==> src/rtl/i2c_bm_pkg.sv <==
package i2c_bm_pkg;

    typedef enum logic [2:0] {
        ST_IDLE  = 3'd0,
        ST_WAIT  = 3'd1,
        ST_START = 3'd2,
        ST_BIT   = 3'd3,
        ST_STOP  = 3'd4
    } state_e;

    typedef struct packed {
        state_e     st;
        logic [1:0] ph;
        logic [3:0] bitn;
        logic [7:0] sh;
        logic [7:0] rxsh;
        logic [7:0] rxb;
        logic       xmit;
        logic       addr;
        logic       rw;
        logic       stopc;
        logic       nak;
        logic       owned;
        logic       rmode;
        logic       ackr;
        logic       arbl;
        logic       done;
    } ctl_t;

endpackage

==> src/rtl/i2c_bm_sync.sv <==
module i2c_bm_sync #(
    parameter int STAGES = 2
) (
    input  logic clk,
    input  logic rst_n,
    input  logic d_i,
    output logic q_o
);
    logic [STAGES-1:0] sr_d, sr_q;

    always_comb begin
        sr_d = {sr_q[STAGES-2:0], d_i};
    end

    always_ff @(posedge clk or negedge rst_n) begin
        if (!rst_n) sr_q <= '1;
        else        sr_q <= sr_d;
    end

    assign q_o = sr_q[STAGES-1];
endmodule

==> src/rtl/i2c_bm_qtick.sv <==
module i2c_bm_qtick #(
    parameter int QTR_CYC = 25
) (
    input  logic clk,
    input  logic rst_n,
    input  logic run,
    output logic tick
);
    localparam int CW = (QTR_CYC > 2) ? $clog2(QTR_CYC) : 1;
    localparam logic [CW-1:0] LAST = CW'(QTR_CYC - 1);

    logic [CW-1:0] cnt_d, cnt_q;

    always_comb begin
        if (!run || cnt_q == LAST) cnt_d = '0;
        else                       cnt_d = cnt_q + 1'b1;
    end

    always_ff @(posedge clk or negedge rst_n) begin
        if (!rst_n) cnt_q <= '0;
        else        cnt_q <= cnt_d;
    end

    assign tick = run && (cnt_q == LAST);

    AST_TICK_SPACING: assert property (@(posedge clk) disable iff (!rst_n)
        tick |=> !tick);
endmodule

==> src/rtl/i2c_bm_linemon.sv <==
module i2c_bm_linemon (
    input  logic clk,
    input  logic rst_n,
    input  logic scl_s,
    input  logic sda_s,
    output logic bus_busy
);
    typedef struct packed {
        logic scl_p;
        logic sda_p;
        logic busy;
    } mon_t;

    mon_t m_d, m_q;

    always_comb begin
        m_d       = m_q;
        m_d.scl_p = scl_s;
        m_d.sda_p = sda_s;
        if (scl_s && m_q.scl_p && m_q.sda_p && !sda_s)      m_d.busy = 1'b1;
        else if (scl_s && m_q.scl_p && !m_q.sda_p && sda_s) m_d.busy = 1'b0;
    end

    always_ff @(posedge clk or negedge rst_n) begin
        if (!rst_n) m_q <= '{scl_p: 1'b1, sda_p: 1'b1, busy: 1'b0};
        else        m_q <= m_d;
    end

    assign bus_busy = m_q.busy;
endmodule

==> src/rtl/i2c_byte_master.sv <==
module i2c_byte_master
    import i2c_bm_pkg::*;
#(
    parameter int QTR_CYC     = 25,
    parameter int SYNC_STAGES = 2
) (
    input  logic       clk,
    input  logic       rst_n,
    input  logic       go,
    input  logic       start_flag,
    input  logic       stop_flag,
    input  logic       nak_sel,
    input  logic [7:0] tx_byte,
    input  logic       scl_i,
    input  logic       sda_i,
    output logic       scl_oe,
    output logic       sda_oe,
    output logic       done,
    output logic       busy,
    output logic [7:0] rx_byte,
    output logic       ack_rcvd,
    output logic       recv_mode,
    output logic       arb_lost,
    output logic       bus_busy
);
    localparam logic [3:0] ACK_SLOT = 4'd8;

    ctl_t r_d, r_q;
    logic scl_s, sda_s, tick, run, bit_oe, lose;

    i2c_bm_sync #(.STAGES(SYNC_STAGES)) u_scl_sync (
        .clk(clk), .rst_n(rst_n), .d_i(scl_i), .q_o(scl_s));
    i2c_bm_sync #(.STAGES(SYNC_STAGES)) u_sda_sync (
        .clk(clk), .rst_n(rst_n), .d_i(sda_i), .q_o(sda_s));
    i2c_bm_linemon u_mon (
        .clk(clk), .rst_n(rst_n), .scl_s(scl_s), .sda_s(sda_s), .bus_busy(bus_busy));

    assign run = (r_q.st == ST_START) || (r_q.st == ST_BIT) || (r_q.st == ST_STOP);

    i2c_bm_qtick #(.QTR_CYC(QTR_CYC)) u_tick (
        .clk(clk), .rst_n(rst_n), .run(run), .tick(tick));

    // Line drive from registered state only
    always_comb begin
        if (r_q.bitn < ACK_SLOT) bit_oe = r_q.xmit & ~r_q.sh[7];
        else                     bit_oe = ~r_q.xmit & ~r_q.nak;
        case (r_q.st)
            ST_START: begin
                scl_oe = (r_q.ph == 2'd0) ? r_q.owned : (r_q.ph == 2'd3);
                sda_oe = r_q.ph[1];
            end
            ST_BIT: begin
                scl_oe = (r_q.ph == 2'd0) || (r_q.ph == 2'd3);
                sda_oe = bit_oe;
            end
            ST_STOP: begin
                scl_oe = (r_q.ph == 2'd0);
                sda_oe = ~r_q.ph[1];
            end
            default: begin
                scl_oe = r_q.owned;
                sda_oe = 1'b0;
            end
        endcase
    end

    // Next-state computation
    always_comb begin
        r_d      = r_q;
        r_d.done = 1'b0;
        lose     = 1'b0;
        case (r_q.st)
            ST_IDLE: if (go) begin
                r_d.arbl  = 1'b0;
                r_d.stopc = stop_flag;
                r_d.addr  = start_flag & ~stop_flag;
                r_d.xmit  = (start_flag & ~stop_flag) | ~r_q.rmode;
                r_d.sh    = tx_byte;
                r_d.rw    = tx_byte[0];
                r_d.nak   = stop_flag | nak_sel;
                r_d.ph    = 2'd0;
                r_d.bitn  = 4'd0;
                if (stop_flag || !start_flag)   r_d.st = ST_BIT;
                else if (!r_q.owned && bus_busy) r_d.st = ST_WAIT;
                else                             r_d.st = ST_START;
            end
            ST_WAIT: if (!bus_busy) begin
                r_d.st = ST_START;
                r_d.ph = 2'd0;
            end
            ST_START: if (tick) begin
                if (r_q.ph == 2'd1 && !sda_s) lose = 1'b1;
                else if (r_q.ph == 2'd3) begin
                    r_d.owned = 1'b1;
                    r_d.st    = ST_BIT;
                    r_d.ph    = 2'd0;
                end else r_d.ph = r_q.ph + 2'd1;
            end
            ST_BIT: if (tick) begin
                if (r_q.ph == 2'd1) begin
                    r_d.ph = 2'd2;
                    if (r_q.bitn < ACK_SLOT) begin
                        if (r_q.xmit) lose = r_q.sh[7] & ~sda_s;
                        else          r_d.rxsh = {r_q.rxsh[6:0], sda_s};
                    end else if (r_q.xmit) begin
                        r_d.ackr = sda_s;
                    end
                end else if (r_q.ph == 2'd3) begin
                    r_d.ph = 2'd0;
                    if (r_q.bitn < ACK_SLOT) begin
                        r_d.sh   = {r_q.sh[6:0], 1'b0};
                        r_d.bitn = r_q.bitn + 4'd1;
                    end else begin
                        if (r_q.addr)  r_d.rmode = r_q.rw;
                        if (!r_q.xmit) r_d.rxb   = r_q.rxsh;
                        if (r_q.stopc) r_d.st = ST_STOP;
                        else begin
                            r_d.st   = ST_IDLE;
                            r_d.done = 1'b1;
                        end
                    end
                end else r_d.ph = r_q.ph + 2'd1;
            end
            ST_STOP: if (tick) begin
                if (r_q.ph == 2'd3) begin
                    r_d.st    = ST_IDLE;
                    r_d.owned = 1'b0;
                    r_d.rmode = 1'b0;
                    r_d.done  = 1'b1;
                end else r_d.ph = r_q.ph + 2'd1;
            end
            default: r_d.st = ST_IDLE;
        endcase
        if (lose) begin
            r_d.st    = ST_IDLE;
            r_d.owned = 1'b0;
            r_d.rmode = 1'b0;
            r_d.arbl  = 1'b1;
            r_d.done  = 1'b1;
        end
    end

    always_ff @(posedge clk or negedge rst_n) begin
        if (!rst_n) r_q <= '0;
        else        r_q <= r_d;
    end

    assign done      = r_q.done;
    assign busy      = (r_q.st != ST_IDLE);
    assign rx_byte   = r_q.rxb;
    assign ack_rcvd  = r_q.ackr;
    assign recv_mode = r_q.rmode;
    assign arb_lost  = r_q.arbl;

    AST_DONE_PULSE: assert property (@(posedge clk) disable iff (!rst_n)
        done |=> !done);
    AST_ARB_RELEASE: assert property (@(posedge clk) disable iff (!rst_n)
        $rose(arb_lost) |-> (!scl_oe && !sda_oe));
    AST_STOP_EDGE: assert property (@(posedge clk) disable iff (!rst_n)
        (r_q.st == ST_STOP && $fell(sda_oe)) |-> !scl_oe);
    AST_DATA_STABLE: assert property (@(posedge clk) disable iff (!rst_n)
        (r_q.st == ST_BIT && r_q.ph == 2'd2) |-> $stable(sda_oe));
    AST_WAIT_RELEASED: assert property (@(posedge clk) disable iff (!rst_n)
        (r_q.st == ST_WAIT) |-> (!scl_oe && !sda_oe));
endmodule

==> config.mk <==
export PLATFORM = sky130hd
export DESIGN_NAME = i2c_byte_master
export DESIGN_NICKNAME = d
export VERILOG_FILES = /design/src/rtl/i2c_bm_pkg.sv /design/src/rtl/i2c_bm_sync.sv /design/src/rtl/i2c_bm_qtick.sv /design/src/rtl/i2c_bm_linemon.sv /design/src/rtl/i2c_byte_master.sv
export SDC_FILE = /design/constraint.sdc
export NUM_CORES = 1
export LEC_CHECK = 0
export BUFFER_PORTS_ARGS = -buffer_cell sky130_fd_sc_hd__buf_4
export CAP_MARGIN = 40
export CELL_PAD_IN_SITES_DETAIL_PLACEMENT = 0
export CELL_PAD_IN_SITES_GLOBAL_PLACEMENT = 1
export CORE_MARGIN = 10
export CORE_UTILIZATION = 49
export DETAILED_ROUTE_END_ITERATION = 16
export GPL_TIMING_DRIVEN = 0
export PLACE_DENSITY = 0.95
export SLEW_MARGIN = 0
export SYNTH_ARGS = -nofsm -noshare
export SYNTH_HDL_FRONTEND = slang
export SYNTH_SLANG_ARGS = --single-unit
==> constraint.sdc <==
create_clock -name clk -period 3.5 [get_ports clk]
set_clock_uncertainty 0.2 [all_clocks]
set_input_delay 0.7 -clock clk [delete_from_list [all_inputs] [get_ports clk]]
set_output_delay 0.7 -clock clk [all_outputs]
set_load 0.05 [all_outputs]
-- Word-level counts from Yosys, hierarchy flattened
Index checks and enable logic that the tools add are counted.
- $add $sub $neg: 3
- magnitude comparators: 1
- eq/ne operators: 29
- muxes and demuxes: 72
- bitwise logic cells: 15
- reductions and logical operators: 38
- operators with widths (cell ; count):
    $mux 8 ; 7
    $mux 12 ; 3
    $mux 33 ; 1
    $mux 1 ; 29
    $ne 3x3->1 const B ; 9
    $mux 5 ; 5
    $mux 3 ; 8
    $pmux 12 s2 ; 1
    $mux 2 ; 9
    $reduce_and 6->1 ; 3
    $mux 17 ; 1
    $ne 2x2->1 const B ; 8
    $reduce_and 8->1 ; 2
    $pmux 3 s5 ; 1
    $reduce_and 11->1 ; 1
    $pmux 2 s5 ; 1
    $reduce_and 5->1 ; 2
    $ne 3x2->1 const B ; 3
    $not 1->1 ; 9
    $reduce_bool 3->1 ; 3
    $logic_and 1x1->1 ; 8
    $pmux 1 s2 ; 4
    $reduce_bool 2->1 ; 4
    $eq 3x2->1 const B ; 2
    19 further kinds ; 34
- register bits after elaboration: 55
- input port bits: 16
- output and inout port bits: 16
- logic and storage cells: 180

-- Depth between registers and ports, before layout
- word-level depth: 9
- gate-level depth with buffers: 9
- mapped depth without buffers: 7

-- Modules after synthesis
From an unflattened synthesis, not the netlist that was laid out.
- cell total of the unflattened synthesis: 273
- area, all modules: 3000.4 um2
- by module, submodules not included (module ; instances ; cells an instance ; area an instance (um2) ; sequential area each (um2)):
    i2c_byte_master ; 1 ; 239 ; 2498.6 ; 1076.0
    i2c_bm_qtick ; 1 ; 23 ; 285.3 ; 125.1
    i2c_bm_linemon ; 1 ; 7 ; 111.4 ; 77.6
    i2c_bm_sync ; 2 ; 2 ; 52.6 ; 52.6

-- Worst setup path after synthesis
No wires, ideal clock.
- path type: register to output
- start point: register r_q[42] in the netlist's numbering
- end point: output sda_oe
- arrival: 2.072 ns
- required time: 2.600 ns
- setup slack: 0.528 ns
- cell stages (with the launch flop): 4
- buffers on the path: 1
- cells stage by stage: dfrtp_1 > buf_2 > nand2b_1 > o32ai_1
- cells in the longest elaborated chain, start to end: 2
- elaborated cells on any way between the ends: 4
- classes of those cells: eq/ne (3); mux (1)
- RTL lines (item ; line ; text):
    start: declaration ; i2c_byte_master.sv:28 ; ctl_t r_d, r_q;
    start signal: assignment ; i2c_byte_master.sv:145 ; else r_q <= r_d;
    $eq 3x3->1 / $eq 3x2->1 (equally long branches) ; i2c_byte_master.sv:47 ; case (r_q.st)
    $pmux 1 s3 * ; i2c_byte_master.sv:47 ;
    end: declaration ; i2c_byte_master.sv:17 ; output logic sda_oe,
Every way passes the cells marked *; elsewhere a longest branch is shown, timed or not.

-- Final worst setup path
- start point: register r_q[38] in the netlist's numbering
- end point: output scl_oe
- cells in the longest elaborated chain, start to end: 3
- elaborated cells on any way between the ends: 5
- classes of those cells: eq/ne (1); mux (2); reduce/logical (2)
- RTL lines (item ; line ; text):
    $eq 2x2->1 / $logic_not 2->1 (equally long branches) ; i2c_byte_master.sv:49, i2c_byte_master.sv:53, i2c_byte_master.sv:57 ;
    $mux 1 / $logic_or 1x1->1 (equally long branches) ; i2c_byte_master.sv:49, i2c_byte_master.sv:53 ;
    $pmux 1 s3 * ; i2c_byte_master.sv:47 ;
    end: declaration ; i2c_byte_master.sv:16 ; output logic scl_oe,
Marks and branches as above.

==> impl_metrics.json <==
{
  "status": "complete, no violations",
  "p_leak_uw": 0.00154,
  "die_h_um": 95.6,
  "grt_use_total": 0.131,
  "syn_avg_cell_area_um2": 10.8,
  "cp.required_ns": 2.60,
  "gr-total-overflow": 0,
  "irDropWorstVdd_v": 0.000207,
  "cts_sinks": 55,
  "antenna_cells": 0,
  "ant_nets": 0,
  "hold_end": "u_scl_sync.sr_q[1]",
  "fp.coreArea_um2": 5540,
  "layout_setup_ws_ns": 0.352,
  "hold_viol_final": 0,
  "synth_flop_cell": "dfrtp_1",
  "route.layer.met1.wl_um": 2540,
  "vias": 2052,
  "antenna_found_initial": 0,
  "netlist_area_um2": 2800,
  "finalSetupTns_ns": 0,
  "clk_latency_ns": 0.30,
  "route.met3.wl_um": 425,
  "cts_hold_buf": 0,
  "cp_max_fo": 8,
  "async_flop_share": 1.00,
  "vias_per_cell": 5.55,
  "setup_violations": 0,
  "clock_path_buffers": 2,
  "path_clk_slew_ns": 0.09,
  "drive_above_1_share": 0.305,
  "r2r_slack_ns": 1.07,
  "grt_max_degree": 56,
  "maxCapViolCount": 0,
  "tritoncts": "built",
  "syn_inst": 259,
  "row_count": 27,
  "numCtsBuffers": 5,
  "post-route-period-util": 0.899,
  "synth_nets": 281,
  "yosys-top-cells-area": "dfrtp_1 (44%), dfstp_2 (5.6%), mux2_4 (4.3%)",
  "gp_congestion": 0.880,
  "r2r-end": "r_q[40]",
  "grt_pass1_vias": 2098,
  "powerDensity_nw_per_um2": 326,
  "synth.distinct_cells": 52,
  "drc": 0,
  "synth_top_area_frac": 0.438,
  "yosys_warnings": 0,
  "maxSlewViolCount": 0,
  "die-area_um2": 9140,
  "start_util": 0.505,
  "h-tree-depth": 2,
  "cts_setup_buffers": 0,
  "cts_resized": 0,
  "grt_pass1_wl_um": 9750,
  "finalCriticalPeriod_ns": 3.15,
  "synth_common_cells": "dfrtp_1 (49), nor2_1 (22), a21oi_1 (18)",
  "holdCritPathClass": "reg -> reg",
  "nets": 319,
  "hpwl_um": 4120,
  "seq_area_frac_synth": 0.494,
  "cts-root-buf": "clkbuf_8",
  "route.detailed.wl_per_inst_um": 15.3,
  "post-place-ws_ns": 0.703,
  "rsz0062_at_grt": "false",
  "fmax_mhz": 318,
  "portBuffers": 31,
  "r2r_cells": 7,
  "min_path_cells": 0,
  "route.top_layer_used": "met4",
  "initialDrtViolationCount": 122,
  "critPathArrivalTime_ns": 2.25,
  "area.growth.synth_to_final_pct": 14.9,
  "endpoint_kind": "primary output",
  "slew_headroom": 0.554,
  "worst_pin_slew_ns": 0.669,
  "drt_pass1_iterations": 4,
  "wl_met2_um": 2570,
  "wirelength_um": 5650,
  "crit_path_start_kind": "flop",
  "post-synth-top-count-cell": "dfrtp_1",
  "hp-start": "u_scl_sync.sr_q[0]",
  "r2r-start": "r_q[39]",
  "dieWidth_um": 95.6,
  "synth_edf_count": 0,
  "worstSetupPathType": "reg -> out",
  "ys_ff_latch": 55,
  "synth_top_area_cell": "dfrtp_1",
  "io_pins": 32
}
## metrics by stage
step                      instance area [µm²]  power, µW  hold WS (ns)  instances   util
after global routing                     3220       1090         0.171        370  0.581
after global placement                   3120        704         0.148        362  0.563
final                                    3220       1050         0.163        370  0.581
after CTS                                3220       1060         0.166        370  0.581
after detailed placement                 3120        705         0.148        362  0.563
after floorplan                          2800        674         0.145        259      -
## worst max-delay path by stage
stage             end  startpoint
4_1_cts        scl_oe     r_q[38]
3_5_place_dp   scl_oe     r_q[38]
2_1_floorplan  sda_oe     r_q[42]
5_1_grt        scl_oe     r_q[40]
6_report       scl_oe     r_q[38]
3_3_place_gp   scl_oe     r_q[38]
## registers in the layout, summed over array words and instances (netlist names)
name,flops
recv_mode,1
rx_byte,8
u_mon.bus_busy,1
done,1
ack_rcvd,1
arb_lost,1
u_sda_sync.sr_q,2
u_tick.cnt_q,5
u_mon.m_q,2
r_q,31
u_scl_sync.sr_q,2
## power breakdown
part	internal [µW]	switching, µW	leakage (µW)	total [µW]
Clock	162	195	0.0000484	357
Sequential	643	4.91	0.000715	647
Combinational	19.5	25.0	0.000779	44.5
## layout make-up
class                           instances  area [µm²]
Clock buffer                            7        86.3
Fill cell                             485        2320
Multi-Input combinational cell        171        1220
Clock inverter                          1        8.76
Timing Repair Buffer                   31         233
Sequential cell                        55        1380
Inverter                               11        41.3
Buffer                                 22         154
Tap cell                               72        90.1
## layout by cell type, fill, tap and decap left out, types with 3 or more instances in the layout
cell type,instances
nand3b_1,3
buf_4,41
o21ai_0,17
a21oi_1,18
clkbuf_1,5
nand2b_1,4
a22oi_1,7
nor2_1,22
nand2_1,17
mux2_4,8
clkbuf_8,6
nor2b_1,3
inv_1,11
dfstp_2,6
nand3_1,3
a32o_1,3
buf_2,3
nor3_1,6
ha_1,6
buf_6,4
mux2_2,9
dfrtp_1,49
nand4_1,3
## critical path, cell delays in order, from the launching register on
cell and delay, ns:
dfrtp_1 0.43, ha_1 0.37, or3b_2 0.51, a21oi_1 0.17, nor3_1 0.08, o21ai_0 0.09, a21oi_1 0.10, buf_4 0.20
## metal layers
layer | vias up | track usage
met2 | 60 | 0.201
met4 | 0 | 0.0614
met3 | 11 | 0.0346
met5 | - | 0
met1 | 989 | 0.169
li1 | 992 | -
## kinds of logic after synthesis
logic type / share of synthesized area
mux: 0.0863
simple gates: 0.169
compound gates: 0.144
buf+inv: 0.0697
flops: 0.494
xor+xnor: 0.00939
fa+ha+maj: 0.0268
No activity file was read; power rests on OpenSTA's default activity.
